==> src/rtl/vwlb_pkg.sv <==
package vwlb_pkg;

    localparam int TAPS  = 9;
    localparam int POP_W = 4;

    typedef logic [TAPS-1:0]  win_t;
    typedef logic [POP_W-1:0] pop_t;

    // Row roles inside the three aligned rows handed to the convolver
    typedef enum int {
        ROW_UP  = 0,
        ROW_MID = 1,
        ROW_LOW = 2
    } row_role_e;

    function automatic pop_t count_ones(input win_t v);
        pop_t s;
        s = '0;
        for (int i = 0; i < TAPS; i++) begin
            s = s + pop_t'(v[i]);
        end
        return s;
    endfunction

endpackage

==> src/rtl/vwlb_bitsel.sv <==
// Turns the incoming word and the two stored words into three rows aligned
// lane by lane (above / centre / below), plus per-lane row-edge flags.
module vwlb_bitsel
    import vwlb_pkg::*;
#(
    parameter int MAX_W  = 32,
    parameter int MODES  = 3,
    parameter int MODE_W = 2
) (
    input  logic [MODE_W-1:0]        mode,
    input  logic [MAX_W-1:0]         cur,
    input  logic [MAX_W-1:0]         prev,
    input  logic [MAX_W-1:0]         old,
    output logic [2:0][MAX_W-1:0]    rows,
    output logic [MAX_W-1:0]         has_left,
    output logic [MAX_W-1:0]         has_right
);

    localparam int MIN_W = MAX_W >> (MODES - 1);

    // Stream order rises with bit index: oldest word in the low bits
    logic [3*MAX_W-1:0] cat;
    assign cat = {cur, prev, old};

    logic [MAX_W-1:0] up_cand  [MODES];
    logic [MAX_W-1:0] mid_cand [MODES];

    for (genvar m = 0; m < MODES; m++) begin : g_mode
        localparam int W = MIN_W << m;
        assign up_cand[m]  = cat[2*MAX_W-2*W +: MAX_W];
        assign mid_cand[m] = cat[2*MAX_W-W   +: MAX_W];
    end

    always_comb begin
        int w;
        rows[ROW_LOW] = cur;
        rows[ROW_MID] = mid_cand[MODES-1];
        rows[ROW_UP]  = up_cand[MODES-1];
        for (int m = 0; m < MODES; m++) begin
            if (mode == MODE_W'(m)) begin
                rows[ROW_MID] = mid_cand[m];
                rows[ROW_UP]  = up_cand[m];
            end
        end
        w = MIN_W << mode;
        for (int p = 0; p < MAX_W; p++) begin
            has_left[p]  = (p & (w - 1)) != 0;
            has_right[p] = (p & (w - 1)) != (w - 1);
        end
    end

endmodule

==> src/rtl/vwlb_lane.sv <==
// One pixel: 3x3 window assembly with edge padding, XNOR match count, threshold.
module vwlb_lane
    import vwlb_pkg::*;
#(
    parameter logic PAD_BIT = 1'b0
) (
    input  logic [2:0] left_col,
    input  logic [2:0] mid_col,
    input  logic [2:0] right_col,
    input  logic       has_left,
    input  logic       has_right,
    input  win_t       filter,
    input  pop_t       thresh,
    output logic       bit_out
);

    win_t window;
    win_t match;
    pop_t hits;

    always_comb begin
        for (int r = 0; r < 3; r++) begin
            window[3*r + 0] = has_left  ? left_col[r]  : PAD_BIT;
            window[3*r + 1] = mid_col[r];
            window[3*r + 2] = has_right ? right_col[r] : PAD_BIT;
        end
        match   = ~(window ^ filter);
        hits    = count_ones(match);
        bit_out = (hits >= thresh);
    end

endmodule

==> src/rtl/vwlb_conv.sv <==
// Width-agnostic array of lanes over the three aligned rows.
module vwlb_conv
    import vwlb_pkg::*;
#(
    parameter int   MAX_W   = 32,
    parameter logic PAD_BIT = 1'b0
) (
    input  logic [2:0][MAX_W-1:0] rows,
    input  logic [MAX_W-1:0]      has_left,
    input  logic [MAX_W-1:0]      has_right,
    input  win_t                  filter,
    input  pop_t                  thresh,
    output logic [MAX_W-1:0]      result
);

    for (genvar p = 0; p < MAX_W; p++) begin : g_lane
        logic [2:0] lc;
        logic [2:0] mc;
        logic [2:0] rc;

        assign mc = {rows[ROW_LOW][p], rows[ROW_MID][p], rows[ROW_UP][p]};

        if (p == 0) begin : g_first
            assign lc = {3{PAD_BIT}};
        end else begin : g_left
            assign lc = {rows[ROW_LOW][p-1], rows[ROW_MID][p-1], rows[ROW_UP][p-1]};
        end

        if (p == MAX_W - 1) begin : g_last
            assign rc = {3{PAD_BIT}};
        end else begin : g_right
            assign rc = {rows[ROW_LOW][p+1], rows[ROW_MID][p+1], rows[ROW_UP][p+1]};
        end

        vwlb_lane #(.PAD_BIT(PAD_BIT)) u_lane (
            .left_col  (lc),
            .mid_col   (mc),
            .right_col (rc),
            .has_left  (has_left[p]),
            .has_right (has_right[p]),
            .filter    (filter),
            .thresh    (thresh),
            .bit_out   (result[p])
        );
    end

endmodule

==> src/rtl/vwlb_top.sv <==
module vwlb_top
    import vwlb_pkg::*;
#(
    parameter int   MAX_W   = 32,
    parameter int   MODES   = 3,
    parameter int   CFG_W   = 2,
    parameter logic PAD_BIT = 1'b0
) (
    input  logic             clk,
    input  logic             rst_n,
    input  logic             clear,
    input  logic [CFG_W-1:0] cfg_width,
    input  logic             in_valid,
    input  logic [MAX_W-1:0] in_word,
    input  logic [TAPS-1:0]  filter,
    input  logic [POP_W-1:0] thresh,
    output logic             out_valid,
    output logic [MAX_W-1:0] out_word
);

    localparam int MODE_W = (MODES > 1) ? $clog2(MODES) : 1;
    localparam int FILL_W = 2;
    localparam int HELD_W = FILL_W + MODES;
    localparam logic [FILL_W-1:0] FILL_MAX = FILL_W'(2);

    typedef struct packed {
        logic [MODE_W-1:0] mode;
        logic [MAX_W-1:0]  prev;
        logic [MAX_W-1:0]  old;
        logic [FILL_W-1:0] fill;
        logic              ovalid;
        logic [MAX_W-1:0]  oword;
    } state_t;

    state_t state_d, state_q;

    logic [MODE_W-1:0]       cfg_mode;
    logic [HELD_W-1:0]       rows_held;
    logic                    window_ready;
    logic [2:0][MAX_W-1:0]   rows;
    logic [MAX_W-1:0]        has_left;
    logic [MAX_W-1:0]        has_right;
    logic [MAX_W-1:0]        conv_bits;
    logic [MODE_W-1:0]       mode_q;
    logic [FILL_W-1:0]       fill_q;

    // Out-of-range codes fall back to the widest row
    always_comb begin
        if (cfg_width >= CFG_W'(MODES)) begin
            cfg_mode = MODE_W'(MODES - 1);
        end else begin
            cfg_mode = MODE_W'(cfg_width);
        end
    end

    // Rows already stored = stored words times rows per word
    always_comb begin
        rows_held    = HELD_W'(state_q.fill) << (MODES - 1 - int'(state_q.mode));
        window_ready = rows_held >= HELD_W'(2);
    end

    vwlb_bitsel #(
        .MAX_W  (MAX_W),
        .MODES  (MODES),
        .MODE_W (MODE_W)
    ) u_bitsel (
        .mode      (state_q.mode),
        .cur       (in_word),
        .prev      (state_q.prev),
        .old       (state_q.old),
        .rows      (rows),
        .has_left  (has_left),
        .has_right (has_right)
    );

    vwlb_conv #(
        .MAX_W   (MAX_W),
        .PAD_BIT (PAD_BIT)
    ) u_conv (
        .rows      (rows),
        .has_left  (has_left),
        .has_right (has_right),
        .filter    (filter),
        .thresh    (thresh),
        .result    (conv_bits)
    );

    always_comb begin
        state_d        = state_q;
        state_d.ovalid = 1'b0;
        if (clear) begin
            state_d.mode  = cfg_mode;
            state_d.prev  = '0;
            state_d.old   = '0;
            state_d.fill  = '0;
            state_d.oword = '0;
        end else if (in_valid) begin
            state_d.old  = state_q.prev;
            state_d.prev = in_word;
            if (state_q.fill != FILL_MAX) begin
                state_d.fill = state_q.fill + FILL_W'(1);
            end
            if (window_ready) begin
                state_d.ovalid = 1'b1;
                state_d.oword  = conv_bits;
            end
        end
    end

    always_ff @(posedge clk or negedge rst_n) begin
        if (!rst_n) begin
            state_q      <= '0;
            state_q.mode <= MODE_W'(MODES - 1);
        end else begin
            state_q <= state_d;
        end
    end

    assign out_valid = state_q.ovalid;
    assign out_word  = state_q.oword;
    assign mode_q    = state_q.mode;
    assign fill_q    = state_q.fill;

endmodule

==> config.mk <==
export PLATFORM = sky130hd
export DESIGN_NAME = vwlb_top
export DESIGN_NICKNAME = d
export VERILOG_FILES = /design/src/rtl/vwlb_pkg.sv /design/src/rtl/vwlb_bitsel.sv /design/src/rtl/vwlb_lane.sv /design/src/rtl/vwlb_conv.sv /design/src/rtl/vwlb_top.sv
export SDC_FILE = /design/constraint.sdc
export NUM_CORES = 1
export LEC_CHECK = 0
export BUFFER_PORTS_ARGS = -buffer_cell sky130_fd_sc_hd__buf_2
export CAP_MARGIN = 20
export CORE_ASPECT_RATIO = 1.4
export CORE_MARGIN = 4
export CORE_UTILIZATION = 30
export CTS_CLUSTER_DIAMETER = 60
export CTS_CLUSTER_SIZE = 30
export DETAILED_ROUTE_END_ITERATION = 10
export PLACE_DENSITY_LB_ADDON = 0.15
export SLEW_MARGIN = 40
export SYNTH_ARGS = -nofsm -noshare
export SYNTH_HDL_FRONTEND = slang
export SYNTH_SLANG_ARGS = --single-unit
==> constraint.sdc <==
create_clock -name clk -period 6.3 [get_ports clk]
set_input_delay 1.26 -clock clk [delete_from_list [all_inputs] [get_ports clk]]
set_output_delay 1.26 -clock clk [all_outputs]
set_load 0.005 [all_outputs]
# --- Word-level counts from Yosys, hierarchy flattened ---
# Cells that the tools add are included.
word_totals:
  word_cells: 627
  output_inout_bits: 33
  regBits: 101
  inputBits: 51
classes:
  shift: 2
  n_eq_ne: 3
  n_lt_le_gt_ge: 34
  n_addsub: 259
  n_mux: 196
  bitwise_logic: 64
  n_reduce_logical: 63
op_table:
  columns: ["op", "n"]
  rows:
  - ["32-bit nonzero test", 27]
  - ["4-bit by 1-bit adder with 4-bit output", 160]
  - ["30-bit nonzero test", 10]
  - ["29-bit nonzero test", 10]
  - ["9-bit inverter", 32]
  - ["9-bit XOR", 31]
  - ["64-bit two-way mux", 3]
  - ["1-bit two-way mux", 187]
  - ["31-bit nonzero test", 5]
  - ["28-bit nonzero test", 5]
  - ["3-bit by 1-bit adder with 4-bit output", 32]
  - ["4-bit >= comparator", 32]
  - ["99-bit two-way mux", 1]
  - ["2-bit by 1-bit adder with 3-bit output", 32]
  - ["66-bit two-way mux", 1]
  - ["1-bit by 1-bit adder with 2-bit output", 32]
  - ["33-bit two-way mux", 1]
  - ["32-bit two-way mux", 1]
  - ["2-bit by 32-bit << shifter with 5-bit output", 1]
  - ["4-bit by 2-bit << shifter with 32-bit output (first input constant)", 1]
  - ["32-bit by 2-bit subtractor with 32-bit output (second input constant)", 1]
  - ["8-bit by 9-bit XOR with 9-bit output", 1]
  - ["2-bit nonzero test", 3]
  - ["5-bit by 2-bit >= comparator with 1-bit output (second input constant)", 1]
  - ["9 further kinds", 11]

# --- Longest topological paths before layout ---
depth:
  word_depth: 19
  ltp_mapped: 21
  ltp_nobuf: 19

# --- By module ---
# Synthesis repeated with hierarchy kept, for this count alone.
hier_totals:
  hier_cells: 2123
  area_unflattened_um2: 18682.9
modules_own_cells:
  columns: ["mod", "instances", "area_per_inst_um2", "cells_per_inst", "seq_area_each_um2"]
  rows:
  - ["vwlb_lane", 32, 371.6, 44, 0.0]
  - ["vwlb_top", 1, 4673.2, 399, 2528.7]
  - ["vwlb_bitsel", 1, 2114.5, 315, 0.0]
  - ["vwlb_conv", 1, 3.8, 1, 0.0]

# --- Worst setup path after synthesis ---
# No wires, ideal clock.
synth_timing:
  path_type: "in2reg"
  from: "input port filter[0]"
  to: "register state_q, in the netlist out_word[16]"
  cell_stages: 16
  arrival_ns: 5.490
  path_buffers: 2
  setup_slack_ns: 0.672
  setup_time_ns: 0.138
  required_time_ns: 6.162
  path_cell_list: "buf_2 inv_2 buf_1 xnor2_1 fa_1 fa_1 inv_1 fa_1 inv_1 fa_1 fa_1 inv_1 ha_1 a211o_1 o211ai_1 a211oi_1"
synth_between:
  elab_chain_cells: 14
synth_lines:
  columns: ["item", "line_no", "text"]
  rows:
  - ["start: declaration", "vwlb_top.sv:15", "input logic [TAPS-1:0] filter,"]
  - ["9-bit XOR", "vwlb_lane.sv:27", "match = ~(window ^ filter);"]
  - ["9-bit inverter", "vwlb_lane.sv:27", null]
  - ["1-bit by 1-bit adder with 2-bit output", "vwlb_pkg.sv:20", "s = s + pop_t'(v[i]);"]
  - ["2-bit by 1-bit adder with 3-bit output", "vwlb_pkg.sv:20", null]
  - ["3-bit by 1-bit adder with 4-bit output", "vwlb_pkg.sv:20", null]
  - ["4-bit by 1-bit adder with 4-bit output (5 in a row)", "vwlb_pkg.sv:20", null]
  - ["4-bit >= comparator", "vwlb_lane.sv:29", "bit_out = (hits >= thresh);"]
  - ["33-bit two-way mux", "vwlb_top.sv:103", "if (window_ready) begin"]
  - ["99-bit two-way mux", "vwlb_top.sv:97", "end else if (in_valid) begin"]
  - ["32-bit two-way mux", "vwlb_top.sv:91", "if (clear) begin"]
  - ["end signal: assignment", "vwlb_top.sv:115", "state_q <= state_d;"]
  - ["end: declaration", "vwlb_top.sv:35", "state_t state_d, state_q;"]
# No other way between the ends. The select of a mux whose other input is x is not followed.
# A chain may end at the register's enable or synchronous reset.

# --- Worst setup path after layout ---
layout_timing:
  from: "register mode_q[0] (netlist name)"
  to: "register state_q, in the netlist out_word[16]"
layout_between:
  elab_chain_cells: 19
  elab_cells_between_ends: 34
  cone_classes: "10 x add/sub; 2 x order compare; 2 x eq/ne; 2 x shift; 12 x mux; 2 x bitwise; 4 x reduce/logical"
layout_lines:
  columns: ["item"]
  rows:
  - ["branches (longest 19 deep; another with 32-bit by 2-bit subtractor with 32-bit output)"]
# Parallel ways; which one is timed is not known. The select of a mux whose other input is x is not followed.

==> out/metrics.cfg <==
[layout]
fin_area_um2=18500
final_cell_mix=262 x inv_1, 229 x xnor2_1, 198 x ha_1
area_growth_pct=8.87
fillCellCount=5902
fin_nets=2274
final_common_cell=inv_1
drive_above_1_share=0.115

[yosys]
synth_top_area_frac=0.188
yosys_warnings=0
synth-edff-count=0
async_reset_ff_frac=1.00
synth-seq-cells=101
synthesis.nets=2235
synthTopCellsByArea=fa_1 19%, dfrtp_1 15%, ha_1 15%
syn_area_per_cell_um2=9.33
synth_ff_type=dfrtp_1
yosysTopAreaCell=fa_1
ys_seq_area_frac=0.148
netlist_area_um2=17000
synth_cell_types=52
synthCells=1825

[placement]
placed_cell_area_um2=18300
place_hpwl_um=42300
numPortBuffers=83
pre_cts_ws_ps=289
gp_congestion=0.874

[cts]
cts_setup_buffers=0
cts_inserted_buffers=9
clockBufferDepth=2
cts-hold-fix-buffers=0
ctsResizeCount=0
path_clk_slew_ps=100
insertion_delay_ps=400
root_buffer=clkbuf_16
cts_tree=done
h-tree-depth=3
numClockSinks=101

[global_routing]
gr-total-overflow=0
grt_use_total=0.184
antenna_found_initial=2
grt_max_degree=53
grt_pass1_wl_um=85600
grt_pass1_vias=13700

[power]
p_leak_uw=0.00899
total_power_uw=6600
seqPwrFrac=0.112
p_comb_frac=0.794
swShare=0.474
p_clk_frac=0.093
max-vdd-ir-drop_mv=0.124
p_sw_uw=3130
p_int_uw=3470
powerDensity_nw_per_um2=356

[routing]
post_drt_wl_per_cell_um=21.2
drt_pass1_iterations=5
ant_nets=0
drt_iter0_markers=539
drt_wl_total_um=55200
vias=12600
via_per_inst=4.86
remaining_drc_errors=0

[sta]
min_period_over_period=0.933
finalSetupTns_ps=0
slew_viol_final=0
rsz0062_at_grt=false
fin_worst_skew_ps=17.2
finalHoldViolations=0
worst_slack_ps=425
tightest_slew_ps=779
max_slew_margin=0.481
period_needed_ps=5870
setup_violations=0
whs_ps=544
max_freq_mhz=170

[worst_setup_path]
crit_required_ps=6560
path_class=reg2reg
crit_path_end_kind=flop
crit_arrival_ps=6140
worstSetupStartpointType=flop
worstPathMaxFanout=43

[job]
drv_cap=0

[floorplan]
ios=84
fp-row-count=103
core_area_um2=56300
die_h_um=290
initial_core_util=0.302
dieArea_um2=60700
dieWidth_um=209

[hold_path]
hp-class=reg2reg

[status]
status=complete, no violations

-- through the flow --
step                std cells   util
floorplan                1825      -
global placement         2588  0.324
detailed placement       2588  0.324
CTS                      2603  0.329
global route             2603  0.329
finish                   2604  0.329
-- state kept, by name (all words and copies together), names as in the netlist --
name / flops
state_q: 64
out_valid: 1
out_word: 32
mode_q: 2
fill_q: 2
-- power by group through the flow --
stage / Sequential (µW) / Combinational (µW) / Clock (µW)
6_report: 740 / 5240 / 616
5_1_grt: 747 / 6250 / 653
4_1_cts: 741 / 5370 / 644
3_5_place_dp: 753 / 5340 / 0
3_3_place_gp: 751 / 5140 / 0
2_1_floorplan: 736 / 4200 / 0
-- layout make-up --
| cell class | instances | area (µm²) | share of cell area |
|---|---|---|---|
| sequential | 101 | 2530 | 0.136 |
| clock buffer | 11 | 243 | 0.0131 |
| inverter | 266 | 998 | 0.0538 |
| multi-input combinational | 1323 | 12700 | 0.687 |
| tap | 735 | 920 | 0.0496 |
| timing repair buffer | 163 | 1080 | 0.0582 |
| clock inverter | 4 | 32.5 | 0.00175 |
| antenna | 1 | 2.50 | 0.000135 |
-- Yosys cell counts (2+ instances only) --
master / count
nand2_1: 60
o21ai_1: 9
nor4bb_1: 8
ha_1: 199
inv_1: 263
fa_1: 160
nor2_1: 135
a221oi_2: 12
nand2_2: 2
o21ai_0: 8
o211ai_1: 32
a211oi_1: 32
o311ai_2: 3
buf_6: 11
a211o_1: 44
and3b_1: 2
and4bb_2: 8
buf_1: 8
nor3b_1: 7
a2111oi_4: 2
nand3b_1: 3
buf_2: 39
and2_1: 3
xnor2_1: 229
nand2b_1: 49
a22oi_1: 26
inv_2: 2
clkbuf_1: 34
xor2_1: 86
o21a_1: 5
mux2i_1: 64
dfrtp_1: 100
nand3_1: 5
nor2b_1: 36
a21oi_1: 70
buf_4: 33
clkbuf_2: 10
a22o_1: 12
-- routing by layer --
metal,vias to the layer above,track usage,wire (µm)
li1,5948,-,-
met1,6426,0.230,23500
met2,214,0.337,29000
met3,55,0.0180,1500
met4,0,0.0460,1190
met5,-,0,0
-- logic make-up (layout without fill, tap and decap cells) --
family / after synthesis / after routing / share of synthesized area
AND/OR/NAND/NOR: 325 / 325 / 0.0981
buffers and inverters: 401 / 444 / 0.104
XOR/XNOR: 315 / 315 / 0.162
other: 0 / 1 / 0
multiplexers: 64 / 64 / 0.0376
AO/OA/AOI/OAI: 260 / 260 / 0.116
adder cells (fa/ha/maj): 359 / 359 / 0.334
flip-flops: 101 / 101 / 0.148
-- final timing paths --
check	startpoint	to	slack, ps	cells after the start
max reg2reg	mode_q[0]	out_word[16]	430	19
max in group asynchronous	rst_n	out_word[5]	4360	2
min reg2reg	state_q[61]	state_q[61]	540	2
max	mode_q[0]	out_word[16]	430	19
min in group asynchronous	rst_n	out_word[23]	880	1
min	state_q[61]	state_q[61]	540	2
-- critical path: stages, from the launching register on --
cell and delay (ps):
dfrtp_1 420, inv_1 140, ha_2 480, buf_12 280
and3b_1 240, a2111oi_4 440, nor2_1 100, xnor2_1 220
fa_1 490, fa_1 550, inv_1 50, fa_1 490
inv_1 50, fa_1 470, fa_1 520, inv_1 50
ha_1 270, a211o_1 270, o211ai_1 100, a211oi_1 90
Note: power is estimated with default switching activity, not from simulation.
